## src/rtl/pgw_pkg.sv

```systemverilog
package pgw_pkg;
  localparam int LEVELS   = 4;
  localparam int IDX_W    = 9;
  localparam int PG_SHIFT = 12;
  localparam int VA_TOP   = 47;

  localparam int B_PRES = 0;
  localparam int B_WR   = 1;
  localparam int B_USR  = 2;
  localparam int B_ACC  = 5;
  localparam int B_PS   = 7;
  localparam int B_NX   = 63;

  typedef enum logic [1:0] {
    FLT_NONE     = 2'd0,
    FLT_ABSENT   = 2'd1,
    FLT_RSVD     = 2'd2,
    FLT_NONCANON = 2'd3
  } flt_e;

  typedef enum logic [1:0] {
    SZ_4K = 2'd0,
    SZ_2M = 2'd1,
    SZ_1G = 2'd2
  } pgsz_e;

  typedef enum logic [1:0] {
    ST_IDLE,
    ST_FETCH,
    ST_MARK,
    ST_DONE
  } st_e;
endpackage

```

## src/rtl/pgw_addr_gen.sv

```systemverilog
module pgw_addr_gen
  import pgw_pkg::*;
#(
  parameter int PA_W = 40
) (
  input  logic [PA_W-13:0] base_frame,
  input  logic [VA_TOP:0]  va,
  input  logic [1:0]       lvl,
  input  logic [PA_W-1:0]  a20_mask,
  output logic [PA_W-1:0]  ent_addr
);
  localparam int ZPAD = PA_W - PG_SHIFT;

  logic [IDX_W-1:0] idx_w [LEVELS];

  for (genvar g = 0; g < LEVELS; g++) begin : g_idx
    assign idx_w[g] = va[VA_TOP - IDX_W*g -: IDX_W];
  end

  logic [PA_W-1:0] offs;
  assign offs     = {{ZPAD{1'b0}}, idx_w[lvl], 3'b000};
  assign ent_addr = ({base_frame, {PG_SHIFT{1'b0}}} | offs) & a20_mask;

  logic unused_va_low;
  assign unused_va_low = ^va[PG_SHIFT-1:0];
endmodule

```

## src/rtl/pgw_entry_chk.sv

```systemverilog
module pgw_entry_chk
  import pgw_pkg::*;
#(
  parameter int PA_W = 40
) (
  input  logic [63:0] ent,
  input  logic [1:0]  lvl,
  input  logic        nx_en,
  output flt_e        flt,
  output logic        is_leaf,
  output logic        need_mark,
  output pgsz_e       size
);
  logic [63:0] hi_mask;
  logic [63:0] lg_mask;
  logic        is_large;
  logic        rsvd;

  always_comb begin
    for (int i = 0; i < 64; i++) begin
      hi_mask[i] = (i >= PA_W) && (i <= 51);
      if (lvl == 2'd1) lg_mask[i] = (i >= 13) && (i <= 29);
      else             lg_mask[i] = (i >= 13) && (i <= 20);
    end
    is_large  = ((lvl == 2'd1) || (lvl == 2'd2)) && ent[B_PS];
    is_leaf   = (lvl == 2'd3) || is_large;
    rsvd      = (|(ent & hi_mask)) ||
                (!nx_en && ent[B_NX]) ||
                ((lvl == 2'd0) && ent[B_PS]) ||
                (is_large && (|(ent & lg_mask)));
    if (!ent[B_PRES]) flt = FLT_ABSENT;
    else if (rsvd)    flt = FLT_RSVD;
    else              flt = FLT_NONE;
    need_mark = !is_leaf && !ent[B_ACC];
    if (!is_large)         size = SZ_4K;
    else if (lvl == 2'd1)  size = SZ_1G;
    else                   size = SZ_2M;
  end
endmodule

```

## src/rtl/pgw_perm_acc.sv

```systemverilog
module pgw_perm_acc
  import pgw_pkg::*;
(
  input  logic       clk,
  input  logic       rst_n,
  input  logic       clr,
  input  logic       en,
  input  logic [2:0] ent_bits,
  output logic [2:0] perm
);
  // Held in inverted-no-execute form: bit 2 is "executable".
  logic [2:0] acc_q, acc_d;
  logic       acc_ce;

  assign acc_ce = clr || en;

  always_comb begin
    if (clr) acc_d = 3'b111;
    else     acc_d = acc_q & {~ent_bits[2], ent_bits[1], ent_bits[0]};
  end

  always_ff @(posedge clk or negedge rst_n) begin
    if (!rst_n)      acc_q <= 3'b111;
    else if (acc_ce) acc_q <= acc_d;
  end

  assign perm = {~acc_q[2], acc_q[1], acc_q[0]};
endmodule

```

## src/rtl/lm_page_walker.sv

```systemverilog
module lm_page_walker
  import pgw_pkg::*;
#(
  parameter int PA_W = 40
) (
  input  logic            clk,
  input  logic            rst_n,
  input  logic            start_i,
  input  logic [63:0]     va_i,
  input  logic [PA_W-1:0] root_i,
  input  logic [PA_W-1:0] a20_mask_i,
  input  logic            nx_en_i,
  output logic            busy_o,
  output logic            done_o,
  output logic [1:0]      fault_o,
  output logic [1:0]      page_size_o,
  output logic [2:0]      perm_o,
  output logic [PA_W-1:0] page_base_o,
  output logic [63:0]     leaf_o,
  output logic [PA_W-1:0] leaf_addr_o,
  output logic            mem_req_o,
  output logic            mem_we_o,
  output logic [PA_W-1:0] mem_addr_o,
  output logic [63:0]     mem_wdata_o,
  input  logic            mem_ack_i,
  input  logic [63:0]     mem_rdata_i
);
  localparam int FR_W = PA_W - PG_SHIFT;

  // reset: asynchronous assert, synchronous release
  logic [1:0] rs_q;
  logic       rst_ni;
  always_ff @(posedge clk or negedge rst_n) begin
    if (!rst_n) rs_q <= 2'b00;
    else        rs_q <= {rs_q[0], 1'b1};
  end
  assign rst_ni = rs_q[1];

  st_e              st_q, st_d;
  logic [1:0]       lvl_q, lvl_d;
  logic [VA_TOP:0]  va_q, va_d;
  logic [FR_W-1:0]  frame_q, frame_d;
  logic [PA_W-1:0]  a20_q, a20_d;
  logic             nxen_q, nxen_d;
  logic [63:0]      ent_q, ent_d;
  flt_e             flt_q, flt_d;
  pgsz_e            sz_q, sz_d;
  logic [63:0]      leaf_q, leaf_d;
  logic [PA_W-1:0]  laddr_q, laddr_d;
  logic [PA_W-1:0]  base_q, base_d;

  logic             walk_ce, res_ce, acc_clr, acc_en;

  logic [PA_W-1:0]  ent_addr;
  flt_e             chk_flt;
  logic             chk_leaf, chk_mark;
  pgsz_e            chk_sz;
  logic             canon;
  logic [PA_W-1:0]  keep;

  pgw_addr_gen #(.PA_W(PA_W)) u_addr (
    .base_frame (frame_q),
    .va         (va_q),
    .lvl        (lvl_q),
    .a20_mask   (a20_q),
    .ent_addr   (ent_addr)
  );

  pgw_entry_chk #(.PA_W(PA_W)) u_chk (
    .ent       (mem_rdata_i),
    .lvl       (lvl_q),
    .nx_en     (nxen_q),
    .flt       (chk_flt),
    .is_leaf   (chk_leaf),
    .need_mark (chk_mark),
    .size      (chk_sz)
  );

  pgw_perm_acc u_perm (
    .clk      (clk),
    .rst_n    (rst_ni),
    .clr      (acc_clr),
    .en       (acc_en),
    .ent_bits ({mem_rdata_i[B_NX], mem_rdata_i[B_USR], mem_rdata_i[B_WR]}),
    .perm     (perm_o)
  );

  assign canon = (&va_i[63:VA_TOP]) || !(|va_i[63:VA_TOP]);

  always_comb begin
    keep = '1;
    keep[PG_SHIFT-1:0] = '0;
    if (chk_sz == SZ_2M) keep[20:0] = '0;
    if (chk_sz == SZ_1G) keep[29:0] = '0;
  end

  // next-state process
  always_comb begin
    st_d    = st_q;
    lvl_d   = lvl_q;
    va_d    = va_q;
    frame_d = frame_q;
    a20_d   = a20_q;
    nxen_d  = nxen_q;
    ent_d   = ent_q;
    flt_d   = flt_q;
    sz_d    = sz_q;
    leaf_d  = leaf_q;
    laddr_d = laddr_q;
    base_d  = base_q;
    walk_ce = 1'b0;
    res_ce  = 1'b0;
    acc_clr = 1'b0;
    acc_en  = 1'b0;
    unique case (st_q)
      ST_IDLE: begin
        if (start_i) begin
          walk_ce = 1'b1;
          res_ce  = 1'b1;
          acc_clr = 1'b1;
          va_d    = va_i[VA_TOP:0];
          frame_d = root_i[PA_W-1:PG_SHIFT];
          a20_d   = a20_mask_i;
          nxen_d  = nx_en_i;
          lvl_d   = 2'd0;
          sz_d    = SZ_4K;
          leaf_d  = '0;
          laddr_d = '0;
          base_d  = '0;
          if (canon) begin
            flt_d = FLT_NONE;
            st_d  = ST_FETCH;
          end else begin
            flt_d = FLT_NONCANON;
            st_d  = ST_DONE;
          end
        end
      end
      ST_FETCH: begin
        if (mem_ack_i) begin
          acc_en = 1'b1;
          if ((chk_flt != FLT_NONE) || chk_leaf) begin
            res_ce  = 1'b1;
            flt_d   = chk_flt;
            sz_d    = chk_sz;
            leaf_d  = mem_rdata_i;
            laddr_d = ent_addr;
            base_d  = {mem_rdata_i[PA_W-1:PG_SHIFT], {PG_SHIFT{1'b0}}} & keep;
            st_d    = ST_DONE;
          end else if (chk_mark) begin
            walk_ce = 1'b1;
            ent_d   = mem_rdata_i | (64'd1 << B_ACC);
            st_d    = ST_MARK;
          end else begin
            walk_ce = 1'b1;
            frame_d = mem_rdata_i[PA_W-1:PG_SHIFT];
            lvl_d   = lvl_q + 2'd1;
          end
        end
      end
      ST_MARK: begin
        if (mem_ack_i) begin
          walk_ce = 1'b1;
          frame_d = ent_q[PA_W-1:PG_SHIFT];
          lvl_d   = lvl_q + 2'd1;
          st_d    = ST_FETCH;
        end
      end
      ST_DONE: st_d = ST_IDLE;
      default: st_d = ST_IDLE;
    endcase
  end

  // register process
  always_ff @(posedge clk or negedge rst_ni) begin
    if (!rst_ni) begin
      st_q    <= ST_IDLE;
      lvl_q   <= 2'd0;
      va_q    <= '0;
      frame_q <= '0;
      a20_q   <= '0;
      nxen_q  <= 1'b0;
      ent_q   <= '0;
      flt_q   <= FLT_NONE;
      sz_q    <= SZ_4K;
      leaf_q  <= '0;
      laddr_q <= '0;
      base_q  <= '0;
    end else begin
      st_q <= st_d;
      if (walk_ce) begin
        lvl_q   <= lvl_d;
        va_q    <= va_d;
        frame_q <= frame_d;
        a20_q   <= a20_d;
        nxen_q  <= nxen_d;
        ent_q   <= ent_d;
      end
      if (res_ce) begin
        flt_q   <= flt_d;
        sz_q    <= sz_d;
        leaf_q  <= leaf_d;
        laddr_q <= laddr_d;
        base_q  <= base_d;
      end
    end
  end

  assign busy_o      = (st_q != ST_IDLE);
  assign done_o      = (st_q == ST_DONE);
  assign mem_req_o   = (st_q == ST_FETCH) || (st_q == ST_MARK);
  assign mem_we_o    = (st_q == ST_MARK);
  assign mem_addr_o  = ent_addr;
  assign mem_wdata_o = ent_q;
  assign fault_o     = flt_q;
  assign page_size_o = sz_q;
  assign page_base_o = base_q;
  assign leaf_o      = leaf_q;
  assign leaf_addr_o = laddr_q;

  logic unused_root_low;
  assign unused_root_low = ^root_i[PG_SHIFT-1:0];
endmodule

```

## config.mk

```make
export PLATFORM = sky130hd
export DESIGN_NAME = lm_page_walker
export DESIGN_NICKNAME = d
export VERILOG_FILES = /design/src/rtl/pgw_pkg.sv /design/src/rtl/pgw_addr_gen.sv /design/src/rtl/pgw_entry_chk.sv /design/src/rtl/pgw_perm_acc.sv /design/src/rtl/lm_page_walker.sv
export SDC_FILE = /design/constraint.sdc
export NUM_CORES = 1
export LEC_CHECK = 0
export ABC_AREA = 0
export CELL_PAD_IN_SITES_DETAIL_PLACEMENT = 1
export CELL_PAD_IN_SITES_GLOBAL_PLACEMENT = 2
export CORE_AREA = 2 2 182 184
export DETAILED_ROUTE_END_ITERATION = 6
export DIE_AREA = 0 0 184 186
export DONT_BUFFER_PORTS = 1
export PLACE_DENSITY = 0.72
export SLEW_MARGIN = 20
export SYNTH_ARGS = -nofsm -noshare
export SYNTH_HDL_FRONTEND = slang
export SYNTH_SLANG_ARGS = --single-unit
```

## constraint.sdc

```tcl
create_clock -name clk -period 23.6 [get_ports clk]
set_clock_uncertainty 0.2 [all_clocks]
set_input_delay 1.18 -clock clk [delete_from_list [all_inputs] [get_ports clk]]
set_output_delay 1.18 -clock clk [all_outputs]
set_load 0.005 [all_outputs]
```

# --- After elaboration in Yosys (flattened, before gate mapping) ---
# Index checks and enable logic that the tools add are counted.
totals:
  out_inout_bits: 259
  regBits: 338
  in_bits: 213
  elab_cells: 132
op_classes:
  n_mux: 59
  magnitude_cmp: 1
  bitwise: 9
  addsub: 1
  n_reduce_logical: 33
  n_eq_ne: 15
op_table:
  columns: ["op", "n"]
  rows:
  - ["40-bit two-way mux", 5]
  - ["64-bit two-way mux", 3]
  - ["40-bit one-hot mux with 2 select lines", 2]
  - ["28-bit two-way mux", 5]
  - ["64-bit one-hot mux with 2 select lines", 1]
  - ["28-bit one-hot mux with 3 select lines", 1]
  - ["40-bit bitwise AND", 2]
  - ["64-bit by 30-bit bitwise AND with 64-bit output", 1]
  - ["64-bit OR reduction", 1]
  - ["2-bit two-way mux", 21]
  - ["40-bit by 12-bit OR with 40-bit output", 1]
  - ["30-bit two-way mux", 1]
  - ["21-bit two-way mux", 1]
  - ["9-bit binary-select mux with 2-bit select", 1]
  - ["9-bit two-way mux", 2]
  - ["17-bit AND reduction", 1]
  - ["17-bit OR reduction", 1]
  - ["12-bit OR reduction", 1]
  - ["2-bit == test (second input constant)", 5]
  - ["2-bit inequality test (second input constant)", 5]
  - ["5-bit AND reduction", 2]
  - ["1-bit logical OR", 9]
  - ["1-bit two-way mux", 9]
  - ["2-bit one-hot mux with 2 select lines", 2]
  - ["other kinds (21)", 35]

# --- Logic depth before layout (Yosys ltp) ---
logic_depth:
  depth_word: 14
  mapped_depth: 10
  depth_no_buf: 7

# --- Modules after synthesis ---
# From an unflattened synthesis, not the netlist that was laid out.
hier_totals:
  hier_cells: 1194
  hier_area_um2: 13768.2
modules_own_cells:
  columns: ["module", "seq_area_each_um2", "area_per_inst_um2", "cells_per_inst", "n_inst"]
  rows:
  - ["lm_page_walker", 7832.5, 12986.2, 1103, 1]
  - ["pgw_addr_gen", 0.0, 476.7, 52, 1]
  - ["pgw_entry_chk", 0.0, 168.9, 27, 1]
  - ["pgw_perm_acc", 78.8, 136.4, 12, 1]

# --- Worst setup path after synthesis ---
# No wires, ideal clock.
synth_timing:
  kind: "input -> register"
  startpoint: "input mem_rdata_i[51]"
  endpoint: "register ent_q[10], in the netlist mem_wdata_o[10]"
  setup_slack_ns: 20.143
  t_arrival_ns: 3.132
  setup_ns: 0.125
  n_path_buf: 2
  t_required_ns: 23.275
  cell_stages: 7
  path_cell_list: "or4_1 a221oi_2 nand3_1 or4_1 buf_4 buf_6 mux2_4"
synth_via:
  elab_chain_len: 12
  elab_cells_between_ends: 16
  cone_classes: "mux (5); bitwise (2); reduce/logical (9)"
synth_rtl:
  columns: ["element", "line", "source"]
  rows:
  - ["start: declaration", "lm_page_walker.sv:26", "input logic [63:0] mem_rdata_i"]
  - ["64-bit by 30-bit bitwise AND with 64-bit output / 12-bit OR reduction (equally long branches)", "pgw_entry_chk.sv:30, pgw_entry_chk.sv:27", null]
  - ["64-bit OR reduction / 1-bit logical OR (equally long branches)", "pgw_entry_chk.sv:30, pgw_entry_chk.sv:27", null]
  - ["1-bit logical AND / 1-bit logical OR (equally long branches)", "pgw_entry_chk.sv:30, pgw_entry_chk.sv:28", null]
  - ["1-bit logical OR *", "pgw_entry_chk.sv:29", "((lvl == 2'd0) && ent[B_PS]) ||"]
  - ["2-bit two-way mux *", "pgw_entry_chk.sv:32", "else if (rsvd) flt = FLT_RSVD;"]
  - ["2-bit two-way mux *", "pgw_entry_chk.sv:31", "if (!ent[B_PRES]) flt = FLT_ABSENT;"]
  - ["2-bit nonzero test *", "lm_page_walker.sv:142", "if ((chk_flt != FLT_NONE) || chk_leaf) begin"]
  - ["1-bit logical OR *", "lm_page_walker.sv:142", null]
  - ["1-bit two-way mux", "lm_page_walker.sv:142", null]
  - ["1-bit two-way mux", "lm_page_walker.sv:140", "if (mem_ack_i) begin"]
  - ["1-bit one-hot mux with 3 select lines", "lm_page_walker.sv:115", "unique case (st_q)"]
  - ["5-bit AND reduction (no source line) *", null, null]
  - ["end signal: assignment", "lm_page_walker.sv:197", "ent_q <= ent_d;"]
  - ["end: declaration", "lm_page_walker.sv:45", "logic [63:0] ent_q, ent_d;"]
# Mark *: on every way between the ends. The rest lies on a longest branch, timed or not.
# A chain may end at the register's enable or synchronous reset.

# --- Final worst setup path ---
layout_timing:
  startpoint: "register lvl_q[0]"
  endpoint: "register laddr_q[37], in the netlist leaf_addr_o[37]"
layout_via:
  elab_chain_len: 14
  elab_cells_between_ends: 23
  cone_classes: "eq/ne (4); mux (6); bitwise (1); reduce/logical (12)"
layout_rtl:
  columns: ["element", "line", "source"]
  rows:
  - ["start: declaration", "lm_page_walker.sv:40", "logic [1:0] lvl_q, lvl_d;"]
  - ["start signal: assignment", "lm_page_walker.sv:192", "lvl_q <= lvl_d;"]
  - ["2-bit by 1-bit == test with 1-bit output", null, null]
  - ["1-bit two-way mux", "pgw_entry_chk.sv:22", "if (lvl == 2'd1) lg_mask[i] = (i >= 13) && (i <= 29);"]
  - ["64-bit by 30-bit bitwise AND with 64-bit output", "pgw_entry_chk.sv:30", "(is_large && (|(ent & lg_mask)));"]
  - ["64-bit OR reduction", "pgw_entry_chk.sv:30", null]
  - ["1-bit logical AND", "pgw_entry_chk.sv:30", null]
  - ["1-bit logical OR", "pgw_entry_chk.sv:29", null]
  - ["2-bit two-way mux", "pgw_entry_chk.sv:32", null]
  - ["2-bit two-way mux", "pgw_entry_chk.sv:31", null]
  - ["2-bit nonzero test", "lm_page_walker.sv:142", null]
  - ["1-bit logical OR *", "lm_page_walker.sv:142", null]
  - ["1-bit two-way mux", "lm_page_walker.sv:142", null]
  - ["1-bit two-way mux", "lm_page_walker.sv:140", null]
  - ["1-bit one-hot mux with 2 select lines", "lm_page_walker.sv:115", null]
  - ["5-bit AND reduction (no source line) *", null, null]
  - ["end signal: assignment", "lm_page_walker.sv:203", "laddr_q <= laddr_d;"]
  - ["end: declaration", "lm_page_walker.sv:49", "logic [PA_W-1:0] laddr_q, laddr_d;"]
# Marks and branches as above.

==> results.md <==
- Status: completed
- CP Cell Sequence: inv_1 -> ha_1 -> a221oi_2 -> a31oi_4 -> nor2_4 -> buf_4 -> buf_4 -> a22o_1
- Worst-margin pin slew: 1.023 ns
- RSZ-0062 raised after global routing: false
- Die area: between 30000 and 40000 sq um
- # DRC: 0
- Slowest-stage cell, CP: dfrtp_1
- DR pass1 iterations: 4
- First-pass GRT wire length: 52350 um
- Die width: between 150 and 200 um
- Comb pwr share: 30.1%
- Max clock buf depth: 3
- CP max FO: 65
- Drt wl/cell: 27.11 um
- Crit Path Class: flop to flop
- Final wirelength: 35900 um
- Cell Pwr Density: 141.0 nW/um^2
- Worst path bufs/invs: 3
- Post-Synthesis Cell Area: roughly 13000 sq um
- Total power: approximately 2000 uW
- Critical register-to-register path startpoint: lvl_q[0]
- Setup TNS: 0 ns
- Most frequent CP cell: buf_4
- Ys flop type: dfrtp_1
- Gp weighted congestion: roughly 0.75
- Max stage delay on crit path: between 0.8 and 0.9 ns
- Detailed-route via count: approximately 7600
- Slew headroom: 31.82%
- Worst endpoint required time: around 24 ns
- Ys Warns: 0
- Lkg Pwr: around 0.0065 uW
- R2R setup slack: about 19 ns
- Critical path depth: 8
- First-iteration detailed-routing DRC count: about 350
- Fmax: roughly 240 MHz
- Hold buffers post-CTS: 0
- Crit path to: leaf_addr_o[37]
- Final Net Count: roughly 1100
- EDFF count, synth: 0
- Sw Share: 33.71%
- Reg2reg end: leaf_addr_o[37]
- Cts bufs inserted: 35
- Global Route Usage Sum: about a fifth
- Max Cap Viol: 0
- Crit path time final: roughly 4.2 ns
- Pin count of the biggest net entering global routing: 80
- HP Class: flop to async pin
- CTS sink count: just under 300
- Root Driver: clkbuf_16
- I/O Pins: 472
- Top delay family on crit path: buffers and inverters
- Final Hold Violating Endpoints: 0
- Cell-internal power: about 1300 uW
- Row cnt: 66
- Clk slew on worst S/H paths: approximately 0.060 ns
- Worst VDD drop: 0.00005798 V
- Critical Path AT: 4.47 ns
- Routed vias/inst: roughly 5.7
- Net Switching: between 600 and 700 uW
- Gr ovfl total: 0
- Final HPWL DP: between 20000 and 25000 um
- CP endpoint kind: flop
- H-tree lvl count: 2
- CP Launch Point: lvl_q[0]
- Period utilization: roughly 18%
- Area growth syn-to-layout: 10.92%
- Post-Syn Instances: 916
- Clock power frac: 27.2%
- Die height: 186 um
- Port Buffers: 0
- Core area: about 32000 sq um
- Diode count: 0
- Seq cells post-synth: around 300
- # setup viols final: 0
- Avg Cell Area, Syn: ~14 sq um
- Share of cells above drive strength 1: 25.98%
- Post-route ant nets: 0
- Sequential Power Share: ~43%
- Async set-reset flop share out of synthesis: between 90% and 100%
- Initial antenna violation count: 6
- Post-CTS setup buffers: 0
- CTS tree: built
- Vias in the first global route: 8150
- Filler Cells Inserted: between 3000 and 4000
- Worst Reg2Reg Path Length in Cells: 8
- Crit start category: flop
- Post-CTS sizing: 0
- Slew Viols, Final: 0
- Synth cell types: 39
- Skew-Pair Late Insertion Delay: about 0.5 ns
- Sequential fraction of the synthesis area: between 50% and 60%
- Initial Utilization: around two fifths
==> cells by family (layout without fill, tap and decap cells) <==
family,Yosys count,in the layout,synth area share [%]
buffers and inverters,108,91,4.600
other,2,19,0.06002
flip-flops,298,298,59.63
multiplexers,164,164,16.92
AND/OR/NAND/NOR,140,140,6.010
adder cells (fa/ha/maj),8,8,0.8000
AO/OA/AOI/OAI,196,196,11.98
==> cell usage after synthesis (all sizes together) (2+ instances only) <==
| master | n | area share [%] |
|---|---|---|
| a22oi | 29 | 1.7 |
| nor2 | 34 | 1.0 |
| nand4 | 6 | 0.30 |
| conb | 2 | 0.060 |
| clkbuf | 33 | 0.99 |
| nand2b | 4 | 0.20 |
| mux2 | 152 | 15 |
| nand2 | 9 | 0.27 |
| mux4 | 9 | 1.6 |
| inv | 18 | 0.54 |
| o21ai | 17 | 0.68 |
| nor4 | 7 | 0.35 |
| a31oi | 5 | 0.25 |
| mux2i | 3 | 0.24 |
| ha | 8 | 0.80 |
| a22o | 108 | 7.6 |
| buf | 57 | 3.1 |
| nor3 | 6 | 0.24 |
| or4 | 5 | 0.30 |
| a21o | 2 | 0.12 |
| nand3 | 15 | 0.60 |
| dfrtp | 295 | 59 |
| a21oi | 29 | 1.2 |
| dfstp | 3 | 0.63 |
| and2 | 50 | 2.5 |
==> layout make-up <==
class | count | area (sq um) | area share (%)
sequential | 298 | 7465 | 53.79
tap | 408 | 510.5 | 3.678
clock buffer | 51 | 1028 | 7.411
clock inverter | 8 | 102.6 | 0.7393
timing repair buffer | 14 | 125.1 | 0.9016
inverter | 18 | 67.56 | 0.4868
multi-input combinational | 527 | 4579 | 33.00
==> layout by cell type, fill, tap and decap left out, drive strengths merged, types with 3 or more instances in the layout <==
master,instances
nand3,15
nor2,34
buf,14
o21ai,17
nand2,9
a31oi,5
dfstp,3
ha,8
mux4,9
conb,19
and2,50
nor3,6
clkbuf,51
nor4,7
clkinv,4
dfrtp,295
mux2i,3
mux2,152
nand4,6
a21oi,29
a22oi,29
inv,18
nand2b,4
or4,5
a22o,108
==> metrics by stage <==
stage	util [%]	hold slack (ns)	instance area, sq um	worst slack, ns	cells
after floorplan	-	0.1312	12580	14.49	933
after global placement	39.49	0.1342	12720	18.83	1264
final	43.09	0.1253	13880	19.37	1324
after detailed placement	39.49	0.1371	12720	18.75	1264
after global routing	43.09	0.1360	13880	18.98	1324
after CTS	43.01	0.1363	13850	19.21	1323
==> registers in the layout, summed over array words and instances, names as in the netlist <==
name and count:
a20_q 37, fault_o 2, frame_q 28, leaf_addr_o 37, leaf_o 64, lvl_q 2, mem_wdata_o 64, nxen_q 1
page_base_o 18, page_size_o 2, rs_q 2, st_q 2, u_perm.acc_q 3, va_q 36
==> power by group through the flow <==
stage,clock (uW),sequential [uW],combinational [uW]
after floorplan,0,790,483
after global placement,0,840,584
after detailed placement,0,846,597
after CTS,550,839,600
after global routing,568,862,653
final,533,836,588
==> how the worst min path moves through the flow <==
stage	slack [ns]	from	endpoint
3_5_place_dp	0.14	rs_q[1]	a20_q[34]
2_1_floorplan	0.13	rs_q[0]	rs_q[1]
5_1_grt	0.14	rst_n	rs_q[1]
4_1_cts	0.14	rst_n	rs_q[1]
6_report	0.13	rs_q[1]	a20_q[35]
3_3_place_gp	0.13	rs_q[1]	leaf_o[1]
==> per-layer routing <==
layer / up-vias / share of wire, % / global-route usage (%) / wire [um]
li1: 3233 / - / - / -
met1: 3941 / 38 / 23.34 / 13590
met5: - / 0.24 / 0 / 87
met3: 61 / 11 / 8.961 / 3899
met2: 337 / 49 / 34.45 / 17500
met4: 12 / 2.3 / 5.728 / 828
No activity file was read; power rests on OpenSTA's default activity.
